==> src/rtl/burst_pkg.sv <==
package burst_pkg;

  // Ordering of the low address bits within one burst.
  typedef enum logic {
    ORD_INTLV  = 1'b0,
    ORD_LINEAR = 1'b1
  } burst_order_e;

endpackage : burst_pkg

==> src/rtl/burst_start_reg.sv <==
// Holds the start context of a burst: low start bits, upper bits, order.
module burst_start_reg
  import burst_pkg::*;
#(
  parameter int ADDR_W = 17,
  parameter int CNT_W  = 2
) (
  input  logic               clk,
  input  logic               rst_n,
  input  logic               load,
  input  logic [ADDR_W-1:0]  addr_in,
  input  burst_order_e       order_in,
  output logic [CNT_W-1:0]   base_o,
  output logic [ADDR_W-CNT_W-1:0] upper_o,
  output burst_order_e       order_o
);

  localparam int UP_W = ADDR_W - CNT_W;

  logic [CNT_W-1:0] base_q, base_d;
  logic [UP_W-1:0]  upper_q, upper_d;
  burst_order_e     order_q, order_d;

  // Next-state: capture on load only.
  always_comb begin
    base_d  = base_q;
    upper_d = upper_q;
    order_d = order_q;
    if (load) begin
      base_d  = addr_in[CNT_W-1:0];
      upper_d = addr_in[ADDR_W-1:CNT_W];
      order_d = order_in;
    end
  end

  always_ff @(posedge clk or negedge rst_n) begin
    if (!rst_n) begin
      base_q  <= '0;
      upper_q <= '0;
      order_q <= ORD_INTLV;
    end else if (load) begin
      base_q  <= base_d;
      upper_q <= upper_d;
      order_q <= order_d;
    end
  end

  assign base_o  = base_q;
  assign upper_o = upper_q;
  assign order_o = order_q;

endmodule : burst_start_reg

==> src/rtl/burst_beat_ctr.sv <==
// Wrapping beat counter: cleared on load, stepped on advance.
module burst_beat_ctr #(
  parameter int CNT_W = 2
) (
  input  logic             clk,
  input  logic             rst_n,
  input  logic             clear,
  input  logic             advance,
  output logic [CNT_W-1:0] cnt_o
);

  logic [CNT_W-1:0] cnt_q, cnt_d;
  logic             cnt_en;

  assign cnt_en = clear | advance;

  always_comb begin
    if (clear) begin
      cnt_d = '0;
    end else begin
      cnt_d = cnt_q + CNT_W'(1);
    end
  end

  always_ff @(posedge clk or negedge rst_n) begin
    if (!rst_n) begin
      cnt_q <= '0;
    end else if (cnt_en) begin
      cnt_q <= cnt_d;
    end
  end

  assign cnt_o = cnt_q;

endmodule : burst_beat_ctr

==> src/rtl/burst_seq_map.sv <==
// Maps start bits and beat count onto the burst's low address bits.
module burst_seq_map
  import burst_pkg::*;
#(
  parameter int CNT_W = 2
) (
  input  logic [CNT_W-1:0] base,
  input  logic [CNT_W-1:0] cnt,
  input  burst_order_e     order,
  output logic [CNT_W-1:0] low_o
);

  logic [CNT_W-1:0] intlv_v;
  logic [CNT_W-1:0] lin_v;
  logic [CNT_W:0]   carry;

  // Interleaved: bitwise toggle of the start bits by the count.
  // Linear: ripple add of the count, carry out dropped (wrap).
  assign carry[0] = 1'b0;

  for (genvar i = 0; i < CNT_W; i++) begin : g_bit
    assign intlv_v[i]  = base[i] ^ cnt[i];
    assign lin_v[i]    = base[i] ^ cnt[i] ^ carry[i];
    assign carry[i+1]  = (base[i] & cnt[i]) | (carry[i] & (base[i] ^ cnt[i]));
  end

  always_comb begin
    unique case (order)
      ORD_LINEAR: low_o = lin_v;
      default:    low_o = intlv_v;
    endcase
  end

  logic unused_carry;
  assign unused_carry = carry[CNT_W];

endmodule : burst_seq_map

==> src/rtl/burst_addr_seq.sv <==
// Top: burst address sequencer with selectable ordering.
module burst_addr_seq
  import burst_pkg::*;
#(
  parameter int ADDR_W = 17,
  parameter int CNT_W  = 2
) (
  input  logic              clk,
  input  logic              rst_n,
  input  logic              start_a,
  input  logic              start_b,
  input  logic              step_n,
  input  logic              order_lin,
  input  logic [ADDR_W-1:0] addr_in,
  output logic [ADDR_W-1:0] addr_out,
  output logic [CNT_W-1:0]  beat
);

  localparam int UP_W = ADDR_W - CNT_W;

  logic             load;
  logic             advance;
  logic [CNT_W-1:0] base_w;
  logic [UP_W-1:0]  upper_w;
  burst_order_e     order_w;
  logic [CNT_W-1:0] cnt_w;
  logic [CNT_W-1:0] low_w;

  // A start wins over an advance on the same edge.
  assign load    = start_a | start_b;
  assign advance = ~load & ~step_n;

  burst_start_reg #(
    .ADDR_W (ADDR_W),
    .CNT_W  (CNT_W)
  ) u_start (
    .clk      (clk),
    .rst_n    (rst_n),
    .load     (load),
    .addr_in  (addr_in),
    .order_in (burst_order_e'(order_lin)),
    .base_o   (base_w),
    .upper_o  (upper_w),
    .order_o  (order_w)
  );

  burst_beat_ctr #(
    .CNT_W (CNT_W)
  ) u_ctr (
    .clk     (clk),
    .rst_n   (rst_n),
    .clear   (load),
    .advance (advance),
    .cnt_o   (cnt_w)
  );

  burst_seq_map #(
    .CNT_W (CNT_W)
  ) u_map (
    .base  (base_w),
    .cnt   (cnt_w),
    .order (order_w),
    .low_o (low_w)
  );

  assign addr_out = {upper_w, low_w};
  assign beat     = cnt_w;

endmodule : burst_addr_seq

==> config.mk <==
export PLATFORM = sky130hd
export DESIGN_NAME = burst_addr_seq
export DESIGN_NICKNAME = d
export VERILOG_FILES = /design/src/rtl/burst_pkg.sv /design/src/rtl/burst_start_reg.sv /design/src/rtl/burst_beat_ctr.sv /design/src/rtl/burst_seq_map.sv /design/src/rtl/burst_addr_seq.sv
export SDC_FILE = /design/constraint.sdc
export NUM_CORES = 1
export LEC_CHECK = 0
export ABC_CLOCK_PERIOD_IN_PS = 1100
export BUFFER_PORTS_ARGS = -buffer_cell sky130_fd_sc_hd__buf_2
export CAP_MARGIN = 20
export CELL_PAD_IN_SITES_DETAIL_PLACEMENT = 0
export CELL_PAD_IN_SITES_GLOBAL_PLACEMENT = 1
export CORE_UTILIZATION = 34
export CTS_BUF_LIST = sky130_fd_sc_hd__clkbuf_16
export CTS_CLUSTER_DIAMETER = 150
export DETAILED_ROUTE_END_ITERATION = 6
export GPL_ROUTABILITY_DRIVEN = 0
export PLACE_DENSITY = 0.87
export SYNTH_ARGS = -nofsm -noshare
export SYNTH_HDL_FRONTEND = slang
export SYNTH_HIERARCHICAL = 1
export SYNTH_SLANG_ARGS = --single-unit
==> constraint.sdc <==
create_clock -name clk -period 1.1 [get_ports clk]
set_clock_uncertainty 0.1 [all_clocks]
set_input_delay 0.11 -clock clk [delete_from_list [all_inputs] [get_ports clk]]
set_output_delay 0.11 -clock clk [all_outputs]
set_load 0.1 [all_outputs]
==> results of run 1 <==
power breakdown:
group	switching, uW	total, uW	internal [uW]
Combinational	524	900	376
Clock	250	734	484
Sequential	68.7	881	813
state kept, by name, indices dropped and copies added, names as in the netlist:
name	flops
u_start/base_o	2
u_start/upper_o	15
u_ctr/cnt_o	2
u_start/order_o	1
layout by cell type, fill, tap and decap left out, types with 2 or more instances in the layout:
cell type       n
dfrtp_4         8
xnor2_4         2
mux2_4         10
dfrtp_1         2
dlygate4sd3_1  16
buf_2          22
buf_6           2
mux2_2          8
buf_12         19
clkbuf_16       3
dfrtp_2        10
synthesized netlist by cell type:
master,n
dfrtp_1,20
mux2_4,10
mux2_2,8
xnor2_1,2
a21bo_1,1
a21oi_2,1
buf_12,1
buf_6,1
ha_1,1
nand2_1,1
nand3b_1,1
nor2_1,1
nor3_1,1
or2_1,1
xor2_1,1
logic make-up after synthesis:
group	synth area share, %
mux	28.1
flops	58.5
xor+xnor	3.07
compound gates	2.19
simple gates	3.07
buf+inv	3.65
fa+ha+maj	1.46
what timing repair did:
action                     4_1_cts  5_1_grt
setup buffers                    1        0
setup endpoints to repair       12       12
pin swaps                        3        0
hold buffers                    15        1
resized for setup                3        4
hold endpoints to repair        34        1
critical path, cell delays in order (launching register included):
cell and delay [ps]:
dfrtp_4 500, xor2_4 210, xnor2_4 150, buf_12 190
metrics by stage:
step / TNS, ps / utilization, % / instances
after detailed placement: -1300 / 63.7 / 121
final: -1160 / 75.8 / 141
after CTS: -1460 / 74.9 / 141
after global placement: -866 / 63.7 / 121
after floorplan: -1430 / - / 51
after global routing: -1400 / 75.8 / 141
layer usage:
metal | vias to the layer above | part of all wire [%] | GRT usage [%]
li1 | 298 | - | -
met1 | 323 | 36 | 17.5
met2 | 25 | 58 | 35.9
met3 | 4 | 3.8 | 3.19
met4 | 0 | 1.9 | 10.5
met5 | - | 0 | 0
area by class of cell:
cell class,count,area [um2]
multi-input cells,29,403
clock buffers,3,75.1
fillers,144,557
repair buffers,60,681
well taps,28,35.0
flip-flops and latches,20,543
clock inverters,1,3.75
worst max path at each step:
| stage | startpoint | to | slack [ps] | depth (start not counted) |
|---|---|---|---|---|
| after floorplan | u_ctr/cnt_o[0] | addr_out[1] | -590 | 3 |
| after global placement | u_ctr/cnt_o[1] | addr_out[1] | -170 | 3 |
| after detailed placement | u_ctr/cnt_o[1] | addr_out[1] | -210 | 3 |
| after CTS | u_ctr/cnt_o[0] | addr_out[1] | -410 | 4 |
| after global routing | u_ctr/cnt_o[1] | addr_out[1] | -430 | 3 |
| final | u_ctr/cnt_o[1] | addr_out[1] | -410 | 3 |
==> impl_metrics.py, run 1 <==
metrics = {
    "clock_network": {
        "cts_tree": "yes",
        "clock_path_buffers": 2,
        "clock-sinks": 20,
        "clk_pin_slew_ps": 50,
        "ctsHtreeMaxLevel": 1,
        "root_buffer": "clkbuf_16",
        "numCtsBuffers": 3,
        "clock_latency_ps": 250,
    },
    "routing": {
        "drc_errors": 0,
        "wl_um": 2150,
        "via_per_inst": 4.61,
        "drt-wirelength-per-cell_um": 15.2,
        "drt_iter0_drc": 5,
        "drt_pre_antenna_iters": 4,
        "num_vias": 650,
        "drtAntennaViolNets": 0,
    },
    "grt": {
        "grt_pass1_vias": 760,
        "antenna_found_initial": 0,
        "grt_pass1_wl_um": 3360,
        "grt.overflow.total": 0,
        "grt_usage_pct": 18.3,
        "grt_max_degree": 21,
    },
    "floorplanning": {
        "die_area_um2": 2720,
        "die_y_um": 52.2,
        "ios": 42,
        "start_util_pct": 37.3,
        "rows": 17,
        "core_um2": 2300,
        "die_w_um": 52.2,
    },
    "yosys": {
        "syn-cell-area_um2": 856,
        "synth.distinct_cells": 15,
        "yosys.area.top_type": "dfrtp_1",
        "ys_ff_latch": 20,
        "yosysTopAreaCellShare_pct": 58.5,
        "synth_fp_nets": 75,
        "ys_seq_area_share_pct": 58.5,
        "synth_warnings": 6,
        "synth_area_per_cell_um2": 16.8,
        "syn_inst": 51,
        "synth.area.top_cells": "dfrtp_1 58%, mux2_4 18%, mux2_2 11%",
    },
    "timing": {
        "fmax_mhz": 661,
        "tightest_slew_ps": 424,
        "hold_violations": 1,
        "period_share_pct": 137,
        "setup_violations": 11,
        "whs_ps": -0.388,
        "grt_setup_unrepaired": "yes",
        "min_period_ps": 1510,
        "relSlewSlack_pct": 71.7,
        "timing.final.ws_setup_ps": -412,
        "finalMaxSlewViolations": 0,
    },
    "cells_and_area": {
        "final_area_um2": 1740,
        "nets": 138,
        "synthToLayoutAreaGrowth_pct": 103,
        "antennaDiodeCount": 0,
        "layout-drive-gt1-share_pct": 79.6,
    },
    "critical_path": {
        "critPathKind": "reg2out",
        "worstPathRequired_ps": 890,
        "critPathLaunchType": "flop",
        "ff2ff_path_depth": 3,
        "r2r-start": "u_ctr/cnt_o[0]",
        "r2r-end": "u_ctr/cnt_o[1]",
        "setup.worst_path.end_class": "output port",
        "worst_ep_arrival_time_ps": 1300,
        "crit_fanout": 2,
        "r2r_slack_ps": -20,
    },
    "status": {
        "run_status": "complete, but fails checks",
        "violations": "negative hold slack, negative setup slack",
    },
    "placed_design": {
        "dp_hpwl_um": 1420,
        "place_area_um2": 1460,
        "pre_cts_ws_ps": -207,
        "place.port_buffers": 41,
    },
    "power": {
        "p_leak_uw": 0.000778,
        "finalPower_uw": 2520,
        "vdd_drop_max_mv": 1.14,
        "power_density_nw_per_um2": 1450,
    },
    "run": {
        "drv_cap": 0,
    },
    "worst_hold_path": {
        "min_to": "u_start/upper_o[4]",
        "hold_class": "in2reg",
        "whs_path_depth": 2,
        "worstHoldStart": "addr_in[6]",
    },
}
No activity file was read; power rests on OpenSTA's default activity.
==> run 2, diff against run 1 <==
--- a/config.mk
+++ b/config.mk
@@ -16,6 +16,7 @@
 export DETAILED_ROUTE_END_ITERATION = 6
 export GPL_ROUTABILITY_DRIVEN = 0
 export PLACE_DENSITY = 0.87
+export RECOVER_POWER = 25
 export SYNTH_ARGS = -nofsm -noshare
 export SYNTH_HDL_FRONTEND = slang
 export SYNTH_HIERARCHICAL = 1
==> impl_metrics.py, run 2 (same netlist as run 1, synthesis figures left out) <==
metrics = {
    "routing": {
        "wl_um": 2150,
        "drt_iter0_drc": 5,
        "drtAntennaViolNets": 0,
        "drt_pre_antenna_iters": 4,
        "drt-wirelength-per-cell_um": 15.2,
        "drc_errors": 0,
        "num_vias": 650,
        "via_per_inst": 4.61,
    },
    "power": {
        "vdd_drop_max_mv": 1.14,
        "power_density_nw_per_um2": 1450,
        "p_leak_uw": 0.000778,
        "combPwrFrac_pct": 35.8,
        "swShare_pct": 33.5,
        "p_clk_share_pct": 29.2,
        "internal-power_uw": 1670,
        "p_switching_uw": 843,
        "pwr-share-seq_pct": 35.0,
    },
    "critical_path": {
        "setup.worst_path.end_class": "output port",
        "path_delay_family": "flip-flops",
        "slowest_stage": "dfrtp_4",
        "r2r_slack_ps": -20,
        "critPathLaunchType": "flop",
        "crit_buf_inv": 1,
        "crit_fanout": 2,
        "ff2ff_path_depth": 3,
        "critPathKind": "reg2out",
        "critPathMaxStageDelay_ps": 500,
        "worstPathRequired_ps": 890,
        "path_depth": 3,
        "worst_ep_arrival_time_ps": 1300,
        "worstPathCellList": "xor2_4 -> xnor2_4 -> buf_12",
    },
    "placed_design": {
        "place_area_um2": 1460,
        "place_inst": 121,
        "place.port_buffers": 41,
        "dp_hpwl_um": 1420,
        "pre_cts_ws_ps": -207,
    },
    "floorplanning": {
        "core_um2": 2300,
        "die_w_um": 52.2,
        "ios": 42,
        "die_area_um2": 2720,
        "rows": 17,
        "start_util_pct": 37.3,
        "die_y_um": 52.2,
    },
    "cells_and_area": {
        "multi_input_area_um2": 403,
        "layout_commonest_cell": "buf_2",
        "largest_reg_flops": 15,
        "regArea_um2": 543,
        "synthToLayoutAreaGrowth_pct": 103,
        "final_cell_mix": "21 x buf_2, 19 x buf_12, 16 x dlygate4sd3_1",
        "final.fill_count": 144,
        "final_area_um2": 1740,
        "layout-drive-gt1-share_pct": 79.6,
        "nets": 138,
        "antennaDiodeCount": 0,
        "final_cells": 141,
    },
    "worst_hold_path": {
        "whs_path_depth": 2,
        "hold_class": "in2reg",
    },
    "clock_network": {
        "clock-sinks": 20,
        "clock_latency_ps": 250,
        "clock_path_buffers": 2,
        "numCtsBuffers": 3,
        "cts_tree": "yes",
        "root_buffer": "clkbuf_16",
        "clk_pin_slew_ps": 50,
        "ctsHtreeMaxLevel": 1,
    },
    "timing": {
        "tns_ps": -1160,
        "fmax_mhz": 662,
        "tightest_slew_ps": 473,
        "hold_violations": 1,
        "whs_ps": -0.388,
        "setup_violations": 11,
        "timing.final.ws_setup_ps": -411,
        "min_period_ps": 1510,
        "period_share_pct": 137,
        "finalMaxSlewViolations": 0,
        "relSlewSlack_pct": 68.5,
        "grt_setup_unrepaired": "yes",
    },
    "status": {
        "violations": "negative hold slack, negative setup slack",
        "run_status": "complete, but fails checks",
    },
    "grt": {
        "grt_max_degree": 21,
        "grt.overflow.total": 0,
        "grt_pass1_wl_um": 3360,
        "grt_usage_pct": 18.3,
        "antenna_found_initial": 0,
        "grt_pass1_vias": 760,
    },
    "run": {
        "drv_cap": 0,
    },
}
==> run 2: power by group through the flow <==
stage | sequential (uW) | combinational, uW | clock [uW]
finish | 881 | 900 | 734
global route | 889 | 928 | 789
CTS | 881 | 896 | 761
detailed placement | 890 | 851 | 0
global placement | 885 | 838 | 0
floorplan | 1210 | 195 | 0
==> run 2: worst register-to-register path, stage by stage, from the launching register on <==
cell,delay [ps]
dfrtp_4,490
buf_6,150
a21bo_1,180
a21oi_2,120
==> run 2: stage by stage <==
stage	util [%]	total power, uW
2_1_floorplan	-	1410
3_3_place_gp	63.7	1720
3_5_place_dp	63.7	1740
4_1_cts	74.9	2540
5_1_grt	75.8	2610
6_report	75.8	2520
==> run 2: area by class of cell <==
cell class,instances,area share [%]
clock buffer,3,4.31
tap,28,2.01
sequential,20,31.2
multi-input combinational,29,23.1
clock inverter,1,0.216
timing repair buffer,60,39.1
==> run 2: per-layer routing <==
layer / wire length (um) / GRT usage (%) / part of all wire, %
met4: 40 / 10.5 / 1.9
met3: 81 / 3.19 / 3.8
met2: 1250 / 35.9 / 58
met5: 0 / 0 / 0
met1: 775 / 17.5 / 36
==> run 2: what timing repair did <==
item | 4_1_cts | 5_1_grt
hold endpoints to repair | 34 | 1
gates resized for setup | 3 | 4
pin swaps | 3 | 0
endpoints found under the setup margin | 12 | 12
hold buffers | 15 | 1
buffers inserted | 1 | 0
==> run 2: worst paths after layout <==
kind | to | start
max | addr_out[1] | u_ctr/cnt_o[1]
min | u_start/upper_o[4] | addr_in[6]
max reg2reg | u_ctr/cnt_o[1] | u_ctr/cnt_o[0]
min reg2reg | u_start/upper_o[8] | u_start/upper_o[8]
max in group asynchronous | u_ctr/cnt_o[0] | rst_n
min in group asynchronous | u_start/upper_o[3] | rst_n
==> run 3, diff against run 2 <==
--- a/config.mk
+++ b/config.mk
@@ -17,6 +17,7 @@
 export GPL_ROUTABILITY_DRIVEN = 0
 export PLACE_DENSITY = 0.87
 export RECOVER_POWER = 25
+export SKIP_CTS_REPAIR_TIMING = 1
 export SYNTH_ARGS = -nofsm -noshare
 export SYNTH_HDL_FRONTEND = slang
 export SYNTH_HIERARCHICAL = 1
==> impl_metrics.py, run 3 (same netlist as run 1, synthesis figures left out) <==
metrics = {
    "routing": {
        "num_vias": 638,
        "drt_iter0_drc": 2,
        "drtAntennaViolNets": 0,
        "drt_pre_antenna_iters": 4,
        "wl_um": 2140,
        "drt-wirelength-per-cell_um": 15.4,
        "drc_errors": 0,
        "via_per_inst": 4.59,
    },
    "grt": {
        "antenna_found_initial": 0,
        "grt_usage_pct": 15.4,
        "grt_max_degree": 21,
        "grt_pass1_wl_um": 2830,
        "grt.overflow.total": 0,
        "grt_pass1_vias": 636,
    },
    "status": {
        "run_status": "complete, but fails checks",
        "violations": "negative hold slack, negative setup slack",
    },
    "floorplanning": {
        "ios": 42,
        "die_w_um": 52.2,
        "die_y_um": 52.2,
        "core_um2": 2300,
        "start_util_pct": 37.3,
        "rows": 17,
        "die_area_um2": 2720,
    },
    "clock_network": {
        "root_buffer": "clkbuf_16",
        "clock_latency_ps": 250,
        "numCtsBuffers": 3,
        "clk_pin_slew_ps": 50,
        "clock_path_buffers": 2,
        "cts_tree": "yes",
        "clock-sinks": 20,
        "ctsHtreeMaxLevel": 1,
    },
    "cells_and_area": {
        "synthToLayoutAreaGrowth_pct": 99.0,
        "layout_commonest_cell": "buf_2",
        "final_cell_mix": "21 x buf_2, 19 x buf_12, 12 x dlygate4sd3_1",
        "multi_input_area_um2": 392,
        "largest_reg_flops": 15,
        "nets": 136,
        "antennaDiodeCount": 0,
        "final.fill_count": 151,
        "regArea_um2": 542,
        "layout-drive-gt1-share_pct": 82.0,
    },
    "timing": {
        "tightest_slew_ps": 477,
        "period_share_pct": 137,
        "fmax_mhz": 663,
        "setup_violations": 12,
        "timing.final.ws_setup_ps": -408,
        "min_period_ps": 1510,
        "whs_ps": -5.84,
        "relSlewSlack_pct": 68.2,
        "grt_setup_unrepaired": "yes",
        "hold_violations": 5,
        "finalMaxSlewViolations": 0,
    },
    "power": {
        "vdd_drop_max_mv": 1.16,
        "p_leak_uw": 0.000771,
        "power_density_nw_per_um2": 1480,
    },
    "critical_path": {
        "worst_ep_arrival_time_ps": 1300,
        "critPathKind": "reg2out",
        "setup.worst_path.end_class": "output port",
        "crit_fanout": 2,
        "critPathLaunchType": "flop",
        "worstPathRequired_ps": 890,
    },
    "run": {
        "drv_cap": 0,
    },
    "worst_hold_path": {
        "hold_class": "in2reg",
    },
    "placed_design": {
        "pre_cts_ws_ps": -207,
        "place.port_buffers": 41,
        "dp_hpwl_um": 1420,
    },
}
## run 3: cell type report
| class | count | share of cell area, % |
|---|---|---|
| Clock inverter | 1 | 0.220 |
| Timing Repair Buffer | 58 | 38.5 |
| Sequential cell | 20 | 31.8 |
| Multi-Input combinational cell | 29 | 23.0 |
| Clock buffer | 3 | 4.41 |
| Tap cell | 28 | 2.06 |
## run 3: per-stage QoR
stage	total power (uW)	instance area [um2]	instances	utilization, %	setup TNS, ps
2_1_floorplan	1410	946	51	-	-1430
3_3_place_gp	1720	1460	121	63.7	-866
3_5_place_dp	1740	1460	121	63.7	-1300
4_1_cts	2490	1540	125	67.1	-1340
5_1_grt	2600	1700	139	74.1	-1870
6_report	2510	1700	139	74.1	-1600
## run 3: final timing paths
kind	start	end	slack, ps	depth (start not counted)
worst max-delay path	u_ctr/cnt_o[1]	addr_out[1]	-410	3
worst min-delay path	addr_in[5]	u_start/upper_o[3]	-6	2
worst max register to register	u_ctr/cnt_o[1]	u_ctr/cnt_o[1]	-140	4
worst min register to register	u_start/upper_o[8]	u_start/upper_o[8]	460	1
max in group asynchronous	rst_n	u_ctr/cnt_o[0]	250	2
min in group asynchronous	rst_n	u_start/upper_o[3]	280	2
## run 3: routing by layer
layer,wire length [um],vias up,global-route usage [%]
li1,-,298,-
met1,788,310,17.0
met2,1210,25,27.1
met3,84,5,2.32
met4,53,0,10.5
met5,0,-,0
## run 3: worst max-delay path: stages, from the launching register on
cell and delay [ps]:
dfrtp_4 500, xor2_4 210, xnor2_4 150, buf_12 190
## run 3: where the power goes
| part | internal (uW) | switching [uW] |
|---|---|---|
| Combinational | 365 | 520 |
| Clock | 484 | 265 |
| Sequential | 812 | 68.0 |
